--- config.mk ---
export PLATFORM = sky130hd
export DESIGN_NAME = pwm_upcount_chan
export DESIGN_NICKNAME = d
export VERILOG_FILES = /design/src/rtl/pwm_pkg.sv /design/src/rtl/pwm_shadow_reg.sv /design/src/rtl/pwm_timebase.sv /design/src/rtl/pwm_action.sv /design/src/rtl/pwm_upcount_chan.sv
export SDC_FILE = /design/constraint.sdc
export NUM_CORES = 1
export LEC_CHECK = 0
export ABC_AREA = 1
export BUFFER_PORTS_ARGS = -buffer_cell sky130_fd_sc_hd__buf_2
export CORE_MARGIN = 1
export CORE_UTILIZATION = 41
export DETAILED_ROUTE_END_ITERATION = 16
export PLACE_DENSITY = 0.66
export SYNTH_ARGS = -nofsm -noshare
export SYNTH_HDL_FRONTEND = slang
export SYNTH_HIERARCHICAL = 1
export SYNTH_SLANG_ARGS = --single-unit
--- constraint.sdc ---
create_clock -name clk -period 4.33 [get_ports clk]
set_input_delay 0.866 -clock clk [delete_from_list [all_inputs] [get_ports clk]]
set_output_delay 0.866 -clock clk [all_outputs]
set_load 0.02 [all_outputs]
--- src/rtl/pwm_pkg.sv ---
package pwm_pkg;
    localparam int DATA_W   = 16;
    localparam int NUM_REGS = 3;
    localparam int IDX_PRD  = 0;
    localparam int IDX_CMPA = 1;
    localparam int IDX_CMPB = 2;

    typedef enum logic [1:0] {
        ACT_NONE = 2'd0,
        ACT_SET  = 2'd1,
        ACT_CLR  = 2'd2
    } pwm_act_e;
endpackage

--- src/rtl/pwm_shadow_reg.sv ---
module pwm_shadow_reg #(
    parameter int W = 16
) (
    input  logic         clk,
    input  logic         rst,
    input  logic         wr,
    input  logic [W-1:0] wdata,
    input  logic         commit,
    output logic [W-1:0] act
);
    typedef struct packed {
        logic [W-1:0] shd;
        logic [W-1:0] act;
    } sreg_t;

    sreg_t s_d, s_q;

    always_comb begin
        s_d = s_q;
        if (wr) begin
            s_d.shd = wdata;
        end
        // the active copy takes the holding value as it stood before this edge
        if (commit) begin
            s_d.act = s_q.shd;
        end
    end

    always_ff @(posedge clk) begin
        if (rst) begin
            s_q <= '0;
        end else begin
            s_q <= s_d;
        end
    end

    assign act = s_q.act;

    // the active value moves only on a commit edge
    a_r3_act_only_on_commit: assert property (@(posedge clk) disable iff (rst)
        !commit |=> $stable(act));

    // a write landing on a commit edge is not what gets committed
    a_r8_commit_old_shadow: assert property (@(posedge clk) disable iff (rst)
        (commit && wr && (wdata != s_q.shd)) |=> (act != $past(wdata)));
endmodule

--- src/rtl/pwm_timebase.sv ---
module pwm_timebase #(
    parameter int W = 16
) (
    input  logic         clk,
    input  logic         rst,
    input  logic         run_en,
    input  logic [W-1:0] prd_act,
    output logic [W-1:0] cnt,
    output logic         wrap
);
    typedef struct packed {
        logic [W-1:0] cnt;
    } tb_t;

    tb_t t_d, t_q;
    logic at_top;

    always_comb begin
        // >= keeps the wrap safe even if the period ever sits below the count
        at_top = (t_q.cnt >= prd_act);
        t_d    = t_q;
        if (run_en) begin
            if (at_top) begin
                t_d.cnt = '0;
            end else begin
                t_d.cnt = t_q.cnt + 1'b1;
            end
        end
    end

    always_ff @(posedge clk) begin
        if (rst) begin
            t_q <= '0;
        end else begin
            t_q <= t_d;
        end
    end

    assign cnt  = t_q.cnt;
    assign wrap = run_en && at_top;

    a_r2_step_up: assert property (@(posedge clk) disable iff (rst)
        (run_en && (cnt < prd_act)) |=> (cnt == W'($past(cnt) + 1'b1)));

    a_r2_wrap_zero: assert property (@(posedge clk) disable iff (rst)
        (run_en && (cnt == prd_act)) |=> (cnt == '0));

    a_r9_count_frozen: assert property (@(posedge clk) disable iff (rst)
        !run_en |=> $stable(cnt));
endmodule

--- src/rtl/pwm_action.sv ---
module pwm_action
    import pwm_pkg::*;
#(
    parameter int W = 16
) (
    input  logic         clk,
    input  logic         rst,
    input  logic         run_en,
    input  logic [W-1:0] cnt,
    input  logic [W-1:0] prd_act,
    input  logic [W-1:0] cmpa_act,
    input  logic [W-1:0] cmpb_act,
    output logic         pwm
);
    typedef struct packed {
        logic pwm;
    } act_t;

    act_t     a_d, a_q;
    pwm_act_e evt;

    always_comb begin
        // clear on period match outranks set on compare-A match
        if (cnt == prd_act) begin
            evt = ACT_CLR;
        end else if (cnt == cmpa_act) begin
            evt = ACT_SET;
        end else begin
            evt = ACT_NONE;
        end

        a_d = a_q;
        if (run_en) begin
            unique case (evt)
                ACT_SET:  a_d.pwm = 1'b1;
                ACT_CLR:  a_d.pwm = 1'b0;
                default:  a_d.pwm = a_q.pwm;
            endcase
        end
    end

    always_ff @(posedge clk) begin
        if (rst) begin
            a_q <= '0;
        end else begin
            a_q <= a_d;
        end
    end

    assign pwm = a_q.pwm;

    a_r5_set_on_cmpa: assert property (@(posedge clk) disable iff (rst)
        (run_en && (cnt == cmpa_act) && (cnt != prd_act)) |=> pwm);

    a_r6_clear_on_prd: assert property (@(posedge clk) disable iff (rst)
        (run_en && (cnt == prd_act)) |=> !pwm);

    a_r9_pwm_frozen: assert property (@(posedge clk) disable iff (rst)
        !run_en |=> $stable(pwm));

    a_r10_cmpb_inert: assert property (@(posedge clk) disable iff (rst)
        (run_en && (cnt == cmpb_act) && (cnt != cmpa_act) && (cnt != prd_act))
        |=> $stable(pwm));
endmodule

--- src/rtl/pwm_upcount_chan.sv ---
module pwm_upcount_chan
    import pwm_pkg::*;
#(
    parameter int W = DATA_W
) (
    input  logic         clk,
    input  logic         rst,
    input  logic         run_en,
    input  logic         prd_wr,
    input  logic [W-1:0] prd_wdata,
    input  logic         cmpa_wr,
    input  logic [W-1:0] cmpa_wdata,
    input  logic         cmpb_wr,
    input  logic [W-1:0] cmpb_wdata,
    output logic [W-1:0] count,
    output logic         pwm_a
);
    logic [NUM_REGS-1:0]        wr_vec;
    logic [NUM_REGS-1:0][W-1:0] wdata_vec;
    logic [NUM_REGS-1:0][W-1:0] act_vec;
    logic                       wrap;

    always_comb begin
        wr_vec              = '0;
        wdata_vec           = '0;
        wr_vec[IDX_PRD]     = prd_wr;
        wr_vec[IDX_CMPA]    = cmpa_wr;
        wr_vec[IDX_CMPB]    = cmpb_wr;
        wdata_vec[IDX_PRD]  = prd_wdata;
        wdata_vec[IDX_CMPA] = cmpa_wdata;
        wdata_vec[IDX_CMPB] = cmpb_wdata;
    end

    for (genvar g = 0; g < NUM_REGS; g++) begin : g_shadow
        pwm_shadow_reg #(.W(W)) u_reg (
            .clk    (clk),
            .rst    (rst),
            .wr     (wr_vec[g]),
            .wdata  (wdata_vec[g]),
            .commit (wrap),
            .act    (act_vec[g])
        );
    end

    pwm_timebase #(.W(W)) u_tb (
        .clk     (clk),
        .rst     (rst),
        .run_en  (run_en),
        .prd_act (act_vec[IDX_PRD]),
        .cnt     (count),
        .wrap    (wrap)
    );

    pwm_action #(.W(W)) u_act (
        .clk      (clk),
        .rst      (rst),
        .run_en   (run_en),
        .cnt      (count),
        .prd_act  (act_vec[IDX_PRD]),
        .cmpa_act (act_vec[IDX_CMPA]),
        .cmpb_act (act_vec[IDX_CMPB]),
        .pwm      (pwm_a)
    );

    a_r1_reset_state: assert property (@(posedge clk)
        rst |=> ((count == '0) && !pwm_a));

    a_r6_low_at_zero: assert property (@(posedge clk) disable iff (rst)
        (run_en && (count == act_vec[IDX_PRD])) |=> (!pwm_a && (count == '0)));
endmodule

==> impl_metrics.ini <==
[critical_path]
cp_capture_type = flip-flop
max_fo_critical_path = 64
crit_type = reg2reg
timing.critical_path.to = g_shadow[0].u_reg/act[8]
rr_worst_depth = 16
worst_setup_path_startpoint = u_tb/cnt[0]
worst_r2r_endpoint = g_shadow[0].u_reg/act[8]
r2r_start = u_tb/cnt[0]
arrival_ns = 2.62
ff2ff_setup_slack_ns = 1.94
required_ns = 4.56
kind_of_start_point_of_the_critical_path = flip-flop

[final_layout]
signed_area_change_from_the_synthesized_netlist_to_the_final_layout_pct = 7.66
final_cell_count_no_fill = 890
antenna-diode-count = 0
filler_cell_count = 1203
share_of_post_route_cells_with_drive_strength_above_1 = 0.117
finish.utilization = 0.458
sequential_cell_area_mm2 = 0.00162
multiInputGateArea_mm2 = 0.00213
final_nets = 816

[global_routing]
overflow = 0
grt_start_max_net_pins = 65
grt_antenna_before_repair = 0
grt_first_pass_wirelength_um = 15400
groute.usage.overall = 0.168
first_global_vias = 3321

[sta]
totalNegativeSetupSlack_ns = 0
report.final.slew_viol_count = 0
timing.max_slew.rel_slack = 0.347
rsz_0062_raised_after_global_routing = false
fmax_ghz = 0.418
post-route-period-util = 0.553
tightest_slew_ns = 0.978
setup_viol_count_final = 0
finalCriticalPeriod_ns = 2.39
hold_viol = 0
fin_worst_skew_ns = 0.00594

[cts]
clock_latency_on_the_worst_skew_pair_ns = 0.33
tritoncts.num_buffers = 9
clk_root_buffer_cell = clkbuf_16
cts.htree.levels = 3
tritoncts = yes
cts.reportedPaths.clkPinSlew_ns = 0.06
cts.repair_timing.setup_buffer_count = 0
postCtsResizedCells = 0
cts_max_path_buffers = 2
holdBufCountCts = 0
tritoncts_num_sinks = 81

[pwr]
static-leakage-power_nw = 2.54
power_density_cells_mw_per_mm2 = 474
total_power_mw = 2.37
maximum_ir_drop_on_the_vdd_rail_uv = 233

[place]
hpwl_reported_at_the_end_of_detailed_placement_um = 6190
gp_congestion = 0.862
dp_cells = 874
placement.io_buffers = 53

[drt]
num_vias = 3770
post_drt_via_cell_ratio = 4.24
drt-pass1-iter-count = 4
drc_errors = 0
routed_wl_um = 8980
avgRoutedWirePerCell_um = 10.1
detail_route.iter0.violations = 187
ant_nets = 0

[die]
dieArea_mm2 = 0.0118
fp.dieW_um = 109
core_area_mm2 = 0.0109
initial_standard_cell_utilization_of_the_core = 0.426
boundaryPins = 71
dieHeight_um = 109
rows = 38

[yosys]
syn-cell-area_mm2 = 0.00465
synth_area_per_cell_um2 = 6.36
syn_nets = 803
netlist_instances = 732
synth-warning-count = 6

[status]
run_status = complete, no violations

[hold_path]
min-delay-path-class = reg2reg

[job]
maxCapViolCount = 0
flip-flops by register name, indices dropped and copies added, names as in the netlist:
register	count
u_act/pwm	1
g_shadow.u_reg/s_q	32
u_tb/cnt	16
g_shadow.u_reg/act	32
cells in the final DEF, fill, tap and decap left out, types with 4 or more instances in the layout:
| cell type | instances |
|---|---|
| nand2_1 | 208 |
| nor2_1 | 172 |
| inv_1 | 120 |
| dfxtp_1 | 81 |
| buf_2 | 53 |
| ha_1 | 17 |
| xor2_1 | 10 |
| a21oi_1 | 10 |
| clkbuf_16 | 9 |
| nand3_1 | 9 |
| xnor2_1 | 9 |
| inv_2 | 7 |
| o21ai_0 | 6 |
| nand4_1 | 6 |
| o21ai_1 | 4 |
| nand2_2 | 4 |
metrics by stage:
| stage | hold slack [ns] | setup slack [ns] | area, um2 |
|---|---|---|---|
| 6_report | 0.469 | 1.94 | 5010 |
| 5_1_grt | 0.486 | 1.65 | 5010 |
| 4_1_cts | 0.472 | 1.93 | 5010 |
| 3_5_place_dp | 0.464 | 1.94 | 4680 |
| 3_3_place_gp | 0.458 | 1.96 | 4680 |
| 2_1_floorplan | 0.449 | 2.34 | 4650 |
worst max-delay path, stage by stage (launching register included):
cell	delay (ns)
dfxtp_1	0.55
inv_1	0.08
ha_1	0.29
nand2_1	0.04
nor2_1	0.08
nor2_1	0.05
nand2_1	0.06
nand2_1	0.05
nand2_1	0.06
nand2_1	0.05
nand2_1	0.05
nand2_1	0.07
inv_1	0.06
buf_4	0.49
nand2_1	0.13
nand2_1	0.09
nor2_1	0.05
worst min path at each step:
stage | endpoint | cells past startpoint | startpoint | slack [ns]
detailed placement | g_shadow[0].u_reg/s_q[21] | 2 | g_shadow[0].u_reg/s_q[21] | 0.46
global placement | g_shadow[1].u_reg/s_q[18] | 2 | g_shadow[1].u_reg/s_q[18] | 0.46
global route | g_shadow[0].u_reg/s_q[16] | 2 | g_shadow[0].u_reg/s_q[16] | 0.49
finish | g_shadow[0].u_reg/s_q[30] | 2 | g_shadow[0].u_reg/s_q[30] | 0.47
floorplan | g_shadow[0].u_reg/s_q[16] | 2 | g_shadow[0].u_reg/s_q[16] | 0.45
CTS | g_shadow[0].u_reg/s_q[21] | 2 | g_shadow[0].u_reg/s_q[21] | 0.47
layer usage:
layer	track usage	wire, um
met5	0	0
met4	0.0753	136
met3	0.0289	464
met2	0.254	3680
met1	0.231	4690
cell type report:
class,count,share of cell area
multi-input combinational,470,0.425
sequential,81,0.324
inverter,129,0.0966
timing repair buffer,54,0.0544
clock buffer,10,0.0477
tap,140,0.0350
clock inverter,6,0.0180
power by group:
group          switching, mW  leakage (nW)  internal [mW]
Clock                  0.302         0.159          0.522
Sequential            0.0825         0.665          0.837
Combinational          0.383          1.72          0.248
Total                  0.767          2.54           1.61
(Power assumes the default switching activity.)
